## src/rtl/sdrd_pkg.sv

```systemverilog
package sdrd_pkg;

  typedef enum logic [2:0] {
    ST_IDLE,
    ST_ISSUE,
    ST_WAIT_RESP,
    ST_WAIT_RX,
    ST_DRAIN,
    ST_WAIT_END
  } seqState_t;

  // Strobes from control to datapath
  typedef struct packed {
    logic loadRun;     // capture start block, count and addressing mode
    logic advanceBlk;  // step to next block, one fewer remaining
    logic clrTimer;    // restart the wait timer
    logic clrWords;    // restart the halfword counter
    logic readPort;    // pop one halfword this cycle
  } seqStrobe_t;

  localparam logic [5:0] RD_SINGLE_IDX = 6'd17;
  localparam logic [2:0] RSP_SHORT    = 3'd4;

  function automatic logic [15:0] buildCmdWord(input logic [5:0] idx,
                                               input logic [2:0] rsp,
                                               input logic       hasData,
                                               input logic       isRead);
    return {3'b000, isRead, hasData, rsp, 2'b00, idx};
  endfunction

endpackage

```

## src/rtl/sdrd_datapath.sv

```systemverilog
module sdrd_datapath
  import sdrd_pkg::*;
#(
  parameter int ADDR_W        = 32,
  parameter int CNT_W         = 16,
  parameter int DATA_W        = 16,
  parameter int WORDS_PER_BLK = 256,
  parameter int BLK_SHIFT     = 9,
  parameter int WAIT_LIMIT    = 64
) (
  input  logic              clk,
  input  logic              rstN,
  input  seqStrobe_t        strobe,
  input  logic [ADDR_W-1:0] startBlock,
  input  logic [CNT_W-1:0]  blockCount,
  input  logic              highCap,
  input  logic [DATA_W-1:0] portData,
  output logic [ADDR_W-1:0] cmdArg,
  output logic              zeroCount,
  output logic              lastBlock,
  output logic              lastWord,
  output logic              timeoutHit,
  output logic              outValid,
  output logic [DATA_W-1:0] outData
);

  localparam int WORD_W = $clog2(WORDS_PER_BLK);
  localparam int TMR_W  = $clog2(WAIT_LIMIT + 1);
  localparam logic [WORD_W-1:0] LAST_WORD_IDX = WORD_W'(WORDS_PER_BLK - 1);
  localparam logic [TMR_W-1:0]  LAST_WAIT_CYC = TMR_W'(WAIT_LIMIT - 1);

  logic [ADDR_W-1:0] blkNum;
  logic [CNT_W-1:0]  remain;
  logic              hcReg;
  logic [TMR_W-1:0]  timer;
  logic [WORD_W-1:0] words;

  // Run bookkeeping: block number, remaining count, addressing mode
  always_ff @(posedge clk) begin
    if (!rstN) begin
      blkNum <= '0;
      remain <= '0;
      hcReg  <= 1'b0;
    end else if (strobe.loadRun) begin
      blkNum <= startBlock;
      remain <= blockCount;
      hcReg  <= highCap;
    end else if (strobe.advanceBlk) begin
      blkNum <= blkNum + ADDR_W'(1);
      remain <= remain - CNT_W'(1);
    end
  end

  assign zeroCount = (blockCount == '0);
  assign lastBlock = (remain == CNT_W'(1));

  // Card address: block-addressed or byte-addressed
  logic [ADDR_W-1:0] byteAddr;
  generate
    if (BLK_SHIFT == 0) begin : g_noScale
      assign byteAddr = blkNum;
    end else begin : g_scale
      assign byteAddr = {blkNum[ADDR_W-BLK_SHIFT-1:0], {BLK_SHIFT{1'b0}}};
    end
  endgenerate

  assign cmdArg = hcReg ? blkNum : byteAddr;

  // Wait timer, saturating
  always_ff @(posedge clk) begin
    if (!rstN || strobe.clrTimer) begin
      timer <= '0;
    end else if (timer != '1) begin
      timer <= timer + TMR_W'(1);
    end
  end

  assign timeoutHit = (timer == LAST_WAIT_CYC);

  // Halfword counter within a block
  always_ff @(posedge clk) begin
    if (!rstN || strobe.clrWords) begin
      words <= '0;
    end else if (strobe.readPort) begin
      words <= words + WORD_W'(1);
    end
  end

  assign lastWord = (words == LAST_WORD_IDX);

  // Output register for the halfword stream
  always_ff @(posedge clk) begin
    if (!rstN) begin
      outValid <= 1'b0;
      outData  <= '0;
    end else begin
      outValid <= strobe.readPort;
      if (strobe.readPort) begin
        outData <= portData;
      end
    end
  end

endmodule

```

## src/rtl/sdrd_ctrl.sv

```systemverilog
module sdrd_ctrl
  import sdrd_pkg::*;
(
  input  logic       clk,
  input  logic       rstN,
  input  logic       startReq,
  input  logic       zeroCount,
  input  logic       lastBlock,
  input  logic       lastWord,
  input  logic       timeoutHit,
  input  logic       evRespEnd,
  input  logic       evRxReady,
  input  logic       evDataEnd,
  input  logic       evError,
  output seqStrobe_t strobe,
  output logic       busy,
  output logic       cmdValid,
  output logic       done,
  output logic       error
);

  seqState_t state, nextState;
  logic      doneSet, errSet;

  always_comb begin
    strobe    = '0;
    nextState = state;
    doneSet   = 1'b0;
    errSet    = 1'b0;
    unique case (state)
      ST_IDLE: begin
        if (startReq) begin
          strobe.loadRun = 1'b1;
          if (zeroCount) doneSet = 1'b1;
          else           nextState = ST_ISSUE;
        end
      end
      ST_ISSUE: begin
        strobe.clrTimer = 1'b1;
        nextState       = ST_WAIT_RESP;
      end
      ST_WAIT_RESP: begin
        if (evError) begin
          errSet = 1'b1;  nextState = ST_IDLE;
        end else if (evRespEnd) begin
          strobe.clrTimer = 1'b1;  nextState = ST_WAIT_RX;
        end else if (timeoutHit) begin
          errSet = 1'b1;  nextState = ST_IDLE;
        end
      end
      ST_WAIT_RX: begin
        if (evError) begin
          errSet = 1'b1;  nextState = ST_IDLE;
        end else if (evRxReady) begin
          strobe.clrWords = 1'b1;  nextState = ST_DRAIN;
        end else if (timeoutHit) begin
          errSet = 1'b1;  nextState = ST_IDLE;
        end
      end
      ST_DRAIN: begin
        strobe.readPort = 1'b1;
        if (lastWord) begin
          strobe.clrTimer = 1'b1;  nextState = ST_WAIT_END;
        end
      end
      ST_WAIT_END: begin
        if (evError) begin
          errSet = 1'b1;  nextState = ST_IDLE;
        end else if (evDataEnd) begin
          if (lastBlock) begin
            doneSet = 1'b1;  nextState = ST_IDLE;
          end else begin
            strobe.advanceBlk = 1'b1;  nextState = ST_ISSUE;
          end
        end else if (timeoutHit) begin
          errSet = 1'b1;  nextState = ST_IDLE;
        end
      end
      default: nextState = ST_IDLE;
    endcase
  end

  always_ff @(posedge clk) begin
    if (!rstN) begin
      state <= ST_IDLE;
      done  <= 1'b0;
      error <= 1'b0;
    end else begin
      state <= nextState;
      done  <= doneSet;
      error <= errSet;
    end
  end

  assign busy     = (state != ST_IDLE);
  assign cmdValid = (state == ST_ISSUE);

endmodule

```

## src/rtl/sd_block_reader.sv

```systemverilog
module sd_block_reader
  import sdrd_pkg::*;
#(
  parameter int ADDR_W        = 32,
  parameter int CNT_W         = 16,
  parameter int DATA_W        = 16,
  parameter int WORDS_PER_BLK = 256,
  parameter int BLK_SHIFT     = 9,
  parameter int WAIT_LIMIT    = 64
) (
  input  logic              clk,
  input  logic              rstN,
  input  logic              startReq,
  input  logic [ADDR_W-1:0] startBlock,
  input  logic [CNT_W-1:0]  blockCount,
  input  logic              highCap,
  output logic              busy,
  output logic              cmdValid,
  output logic [15:0]       cmdWord,
  output logic [ADDR_W-1:0] cmdArg,
  input  logic              evRespEnd,
  input  logic              evRxReady,
  input  logic              evDataEnd,
  input  logic              evError,
  output logic              portRead,
  input  logic [DATA_W-1:0] portData,
  output logic              outValid,
  output logic [DATA_W-1:0] outData,
  output logic              done,
  output logic              error
);

  seqStrobe_t strobe;
  logic       zeroCount, lastBlock, lastWord, timeoutHit;

  sdrd_ctrl i_ctrl (
    .clk        (clk),
    .rstN       (rstN),
    .startReq   (startReq),
    .zeroCount  (zeroCount),
    .lastBlock  (lastBlock),
    .lastWord   (lastWord),
    .timeoutHit (timeoutHit),
    .evRespEnd  (evRespEnd),
    .evRxReady  (evRxReady),
    .evDataEnd  (evDataEnd),
    .evError    (evError),
    .strobe     (strobe),
    .busy       (busy),
    .cmdValid   (cmdValid),
    .done       (done),
    .error      (error)
  );

  sdrd_datapath #(
    .ADDR_W        (ADDR_W),
    .CNT_W         (CNT_W),
    .DATA_W        (DATA_W),
    .WORDS_PER_BLK (WORDS_PER_BLK),
    .BLK_SHIFT     (BLK_SHIFT),
    .WAIT_LIMIT    (WAIT_LIMIT)
  ) i_dp (
    .clk        (clk),
    .rstN       (rstN),
    .strobe     (strobe),
    .startBlock (startBlock),
    .blockCount (blockCount),
    .highCap    (highCap),
    .portData   (portData),
    .cmdArg     (cmdArg),
    .zeroCount  (zeroCount),
    .lastBlock  (lastBlock),
    .lastWord   (lastWord),
    .timeoutHit (timeoutHit),
    .outValid   (outValid),
    .outData    (outData)
  );

  assign portRead = strobe.readPort;
  assign cmdWord  = buildCmdWord(RD_SINGLE_IDX, RSP_SHORT, 1'b1, 1'b1);

endmodule

```

## config.mk

```make
export PLATFORM = sky130hd
export DESIGN_NAME = sd_block_reader
export DESIGN_NICKNAME = d
export VERILOG_FILES = /design/src/rtl/sdrd_pkg.sv /design/src/rtl/sdrd_datapath.sv /design/src/rtl/sdrd_ctrl.sv /design/src/rtl/sd_block_reader.sv
export SDC_FILE = /design/constraint.sdc
export NUM_CORES = 1
export LEC_CHECK = 0
export BUFFER_PORTS_ARGS = -buffer_cell sky130_fd_sc_hd__buf_2
export CORE_UTILIZATION = 54
export CTS_BUF_LIST = sky130_fd_sc_hd__clkbuf_2 sky130_fd_sc_hd__clkbuf_4 sky130_fd_sc_hd__clkbuf_8
export DETAILED_ROUTE_END_ITERATION = 8
export GPL_TIMING_DRIVEN = 0
export PLACE_DENSITY_LB_ADDON = 0.3
export SYNTH_ARGS = -nofsm -noshare
export SYNTH_HDL_FRONTEND = slang
export SYNTH_SLANG_ARGS = --single-unit
```

## constraint.sdc

```tcl
create_clock -name clk -period 3.6 [get_ports clk]
set_clock_uncertainty 0.2 [all_clocks]
set_input_delay 0.72 -clock clk [delete_from_list [all_inputs] [get_ports clk]]
set_output_delay 0.72 -clock clk [all_outputs]
set_load 0.01 [all_outputs]
```

==> impl_metrics.csv <==
group,metric,value,unit
worst_setup_path,crit_required,3620,ps
global_routing,gr-usage-all-layers,31.7,%
route,routed-via-count,5281,
worst_setup_path,worstSetupEndpoint,"i_dp.blkNum[29]$_SDFFE_PN0P_",
timing,drv_slew,0,
clocking,clock_edge_transition_at_the_registers_on_the_reported_setup_and_hold_paths,100,ps
worst_setup_path,most_numerous_cell_on_the_critical_path,"sky130_fd_sc_hd__clkbuf_1",
global_routing,largest_net_degree_at_the_start_of_global_routing,18,
placement,hpwl,10900,µm
clocking,clock_path_buffers,2,
yosys,synth_cells,610,
route,drt_drc_violations_left,0,
worst_setup_path,setup.worst_path.class,"register to register",
worst_setup_path,r2r-end,"i_dp.blkNum[29]$_SDFFE_PN0P_",
floorplanning,fp.dieH,96.8,µm
final_layout,layout.cells.most_common_list,"sky130_fd_sc_hd__buf_2, sky130_fd_sc_hd__dfxtp_1, sky130_fd_sc_hd__nand2_1, sky130_fd_sc_hd__a21oi_1, sky130_fd_sc_hd__o21ai_0",
placement,globalplace.congestion,0.992,
run_status,outcome,"completed",
hold_path,holdPathStages,2,
global_routing,residual_overflow_from_global_routing,0,
floorplanning,initial_utilization,55.7,%
floorplanning,die_width,96.8,µm
power_and_ir_drop,p_leak,2.39,nW
worst_setup_path,r2r_start,"i_ctrl.state[2]$_SDFFE_PN0P_",
yosys,synth.lib_cells_used.distinct,65,
final_layout,final_nets,837,
power_and_ir_drop,power.density,400,nW/µm²
yosys,share_of_synthesized_registers_carrying_an_async_set_or_reset,0,%
clocking,clkSinkCount,86,
clocking,cts_tree,"yes",
timing,setup_failing_eps_final,0,
clocking,postCtsSetupBuffers,0,
timing,timing.fmax,0.337,GHz
power_and_ir_drop,clock_group_share_of_total_power,28.5,%
worst_setup_path,worst-path-buf-inv,4,
clocking,cts_root_buffer,"sky130_fd_sc_hd__clkbuf_8",
route,detail_route.iter0.violations,403,
timing,timing.setup.tns,0,ps
timing,timing_hold_violations_final,0,
yosys,netlist_area,4860,µm²
clocking,cts_buffers,9,
placement,port_buffers,125,
yosys,seq_area_frac_synth,35.4,%
worst_setup_path,critical_path.startpoint_type,"register",
worst_setup_path,cp_slowest_stage_delay,640,ps
worst_setup_path,worst-r2r-setup-slack,630,ps
floorplanning,floorplan.die_area,9380,µm²
yosys,synth_edf_count,0,
power_and_ir_drop,combPwrFrac,24.0,%
hold_path,min-delay-path-class,"register to register",
timing,finalCriticalPeriod,2970,ps
floorplanning,io_pins,142,
placement,placed_area,5670,µm²
worst_setup_path,rr_worst_depth,6,
yosys,post_synth.cell_area_avg,7.96,µm²
final_layout,commonest_non_fill_non_tap_cell_in_the_layout,"sky130_fd_sc_hd__buf_2",
floorplanning,placement_rows,34,
power_and_ir_drop,power.switching_fraction,35.2,%
yosys,synthesis_stage_register_bit_count,86,
timing,slew-limit-headroom,31.9,%
final_layout,fillers,741,
clocking,ctsHtreeMaxLevel,3,
power_and_ir_drop,net-switching-power,825,µW
clocking,insertion_delay,370,ps
timing,unrepaired_setup_endpoints_after_global_routing,"no",
route,vias_per_cell,6.05,
clocking,post_cts_hold_buffer_count,0,
final_layout,n_antenna_cell,0,
final_layout,final_core_util,67.2,%
final_layout,postLayoutCellArea,5860,µm²
power_and_ir_drop,power.share.sequential,47.5,%
final_layout,area_growth_syn_to_layout,20.6,%
worst_setup_path,cp.arrival,2990,ps
yosys,synth_flop_cell,"sky130_fd_sc_hd__dfxtp_1",
power_and_ir_drop,power_total,2.34,mW
worst_setup_path,cp_slowest_cell,"sky130_fd_sc_hd__clkbuf_1",
flow_run,cap_viol_max_count,0,
global_routing,number_of_antenna_violations_at_the_first_check_in_global_routing,0,
worst_setup_path,worstSetupEndpointType,"register",
route,detailedRoute.firstPassIterationCount,7,
placement,dp_worst_setup_slack,556,ps
route,wirelength,15000,µm
global_routing,grt_pass1_vias,4859,
worst_setup_path,worstPathCellList,"clkbuf_1 -> or4b_2 -> clkbuf_1 -> clkbuf_1 -> clkbuf_1 -> a31oi_1",
global_routing,grt_pass1_wl,23900,µm
timing,final.setup.worst_slack,631,ps
final_layout,post_route_cells_drive_above_1_share,24.8,%
floorplanning,core_area,8720,µm²
worst_setup_path,critical_path.startpoint,"i_ctrl.state[2]$_SDFFE_PN0P_",
route,drt-wirelength-per-cell,17.1,µm
worst_setup_path,worst_path_fanout_max,10,
route,route.antenna.remaining_nets,0,
yosys,synth_warnings,0,
clocking,ctsResizeCount,0,
worst_setup_path,worstSetupPathDepth,6,
worst_setup_path,critPathTopFamily,"buffers and inverters",
timing,fin_crit_sh,82.5,%
power_and_ir_drop,power.internal,1.52,mW
timing,tightestPinTransition,1020,ps
power_and_ir_drop,worst_ir_drop_vdd,0.000244,V
==> kinds of logic after synthesis <==
group	Yosys count	synth area share (%)
mux	21	4.77
fa+ha+maj	5	1.29
buf+inv	67	6.62
compound gates	164	21.1
xor+xnor	19	3.43
other cells	2	0.155
simple gates	246	27.2
flops	86	35.4
==> registers in the layout (all words and copies together), names as in the netlist <==
name	cells
i_ctrl.done	1
i_ctrl.error	1
i_dp.outValid	1
i_dp.blkNum	32
i_dp.timer	7
i_dp.hcReg	1
i_dp.remain	16
i_dp.outData	16
i_dp.words	8
i_ctrl.state	3
==> power by group through the flow <==
stage          combinational (mW)  clock [mW]  sequential [mW]
6_report                    0.563       0.667             1.11
5_1_grt                     0.611       0.716             1.12
4_1_cts                     0.554       0.668             1.11
3_5_place_dp                0.549           0             1.13
3_3_place_gp                0.535           0             1.13
2_1_floorplan               0.362           0             1.10
==> cell type report <==
class                      count  area (µm²)  area share, %
clock buffer                   9         124           2.11
timing repair buffer         125         626           10.7
tap                          108         135           2.31
clock inverter                 7        63.8           1.09
inverter                      15        56.3          0.961
sequential                    86        1720           29.4
multi-input combinational    471        2870           48.9
buffer                        52         265           4.53
==> worst min path at each step <==
stage	to	slack (ps)	startpoint
after floorplan	i_dp.words[1]$_SDFFE_PP0P_	260	i_dp.words[1]$_SDFFE_PP0P_
after global placement	i_dp.outData[9]$_SDFFE_PN0P_	240	i_dp.outData[9]$_SDFFE_PN0P_
after detailed placement	i_dp.outData[6]$_SDFFE_PN0P_	250	i_dp.outData[6]$_SDFFE_PN0P_
after CTS	i_dp.outData[14]$_SDFFE_PN0P_	260	i_dp.outData[14]$_SDFFE_PN0P_
after global routing	i_dp.outData[11]$_SDFFE_PN0P_	280	i_dp.outData[11]$_SDFFE_PN0P_
final	i_dp.outData[15]$_SDFFE_PN0P_	260	i_dp.outData[15]$_SDFFE_PN0P_
==> metal layers <==
metal	global-route usage [%]	share of wire (%)	vias to the layer above
met5	0	0	-
met4	13.8	3.2	0
met3	7.08	11	44
met2	51.6	46	334
met1	40.1	40	2380
li1	-	-	2523
==> cell usage after synthesis (12+ instances only) <==
cell	n	share of area, %
sky130_fd_sc_hd__nor2_1	35	2.7
sky130_fd_sc_hd__dfxtp_1	86	35
sky130_fd_sc_hd__nand4_1	21	2.7
sky130_fd_sc_hd__nand2_1	74	5.7
sky130_fd_sc_hd__mux2_2	17	3.9
sky130_fd_sc_hd__a21oi_1	44	4.5
sky130_fd_sc_hd__nand3_1	19	2.0
sky130_fd_sc_hd__or3_1	15	1.9
sky130_fd_sc_hd__buf_4	16	2.5
sky130_fd_sc_hd__o21ai_0	43	4.4
sky130_fd_sc_hd__a31oi_1	23	3.0
sky130_fd_sc_hd__nor3_1	12	1.2
sky130_fd_sc_hd__inv_1	15	1.2
sky130_fd_sc_hd__clkbuf_1	30	2.3
==> worst register-to-register path, cell delays in order, from the launching register on <==
cell and delay [ps]:
sky130_fd_sc_hd__dfxtp_1 340, sky130_fd_sc_hd__clkbuf_1 340, sky130_fd_sc_hd__or4b_2 220, sky130_fd_sc_hd__clkbuf_1 410
sky130_fd_sc_hd__clkbuf_1 520, sky130_fd_sc_hd__clkbuf_1 640, sky130_fd_sc_hd__a31oi_1 150
==> stage by stage <==
step | hold slack [ps] | cells
3_3_place_gp | 240 | 857
4_1_cts | 263 | 873
6_report | 260 | 873
2_1_floorplan | 263 | 624
5_1_grt | 284 | 873
3_5_place_dp | 248 | 857
Note: power is estimated with default switching activity, not from simulation.
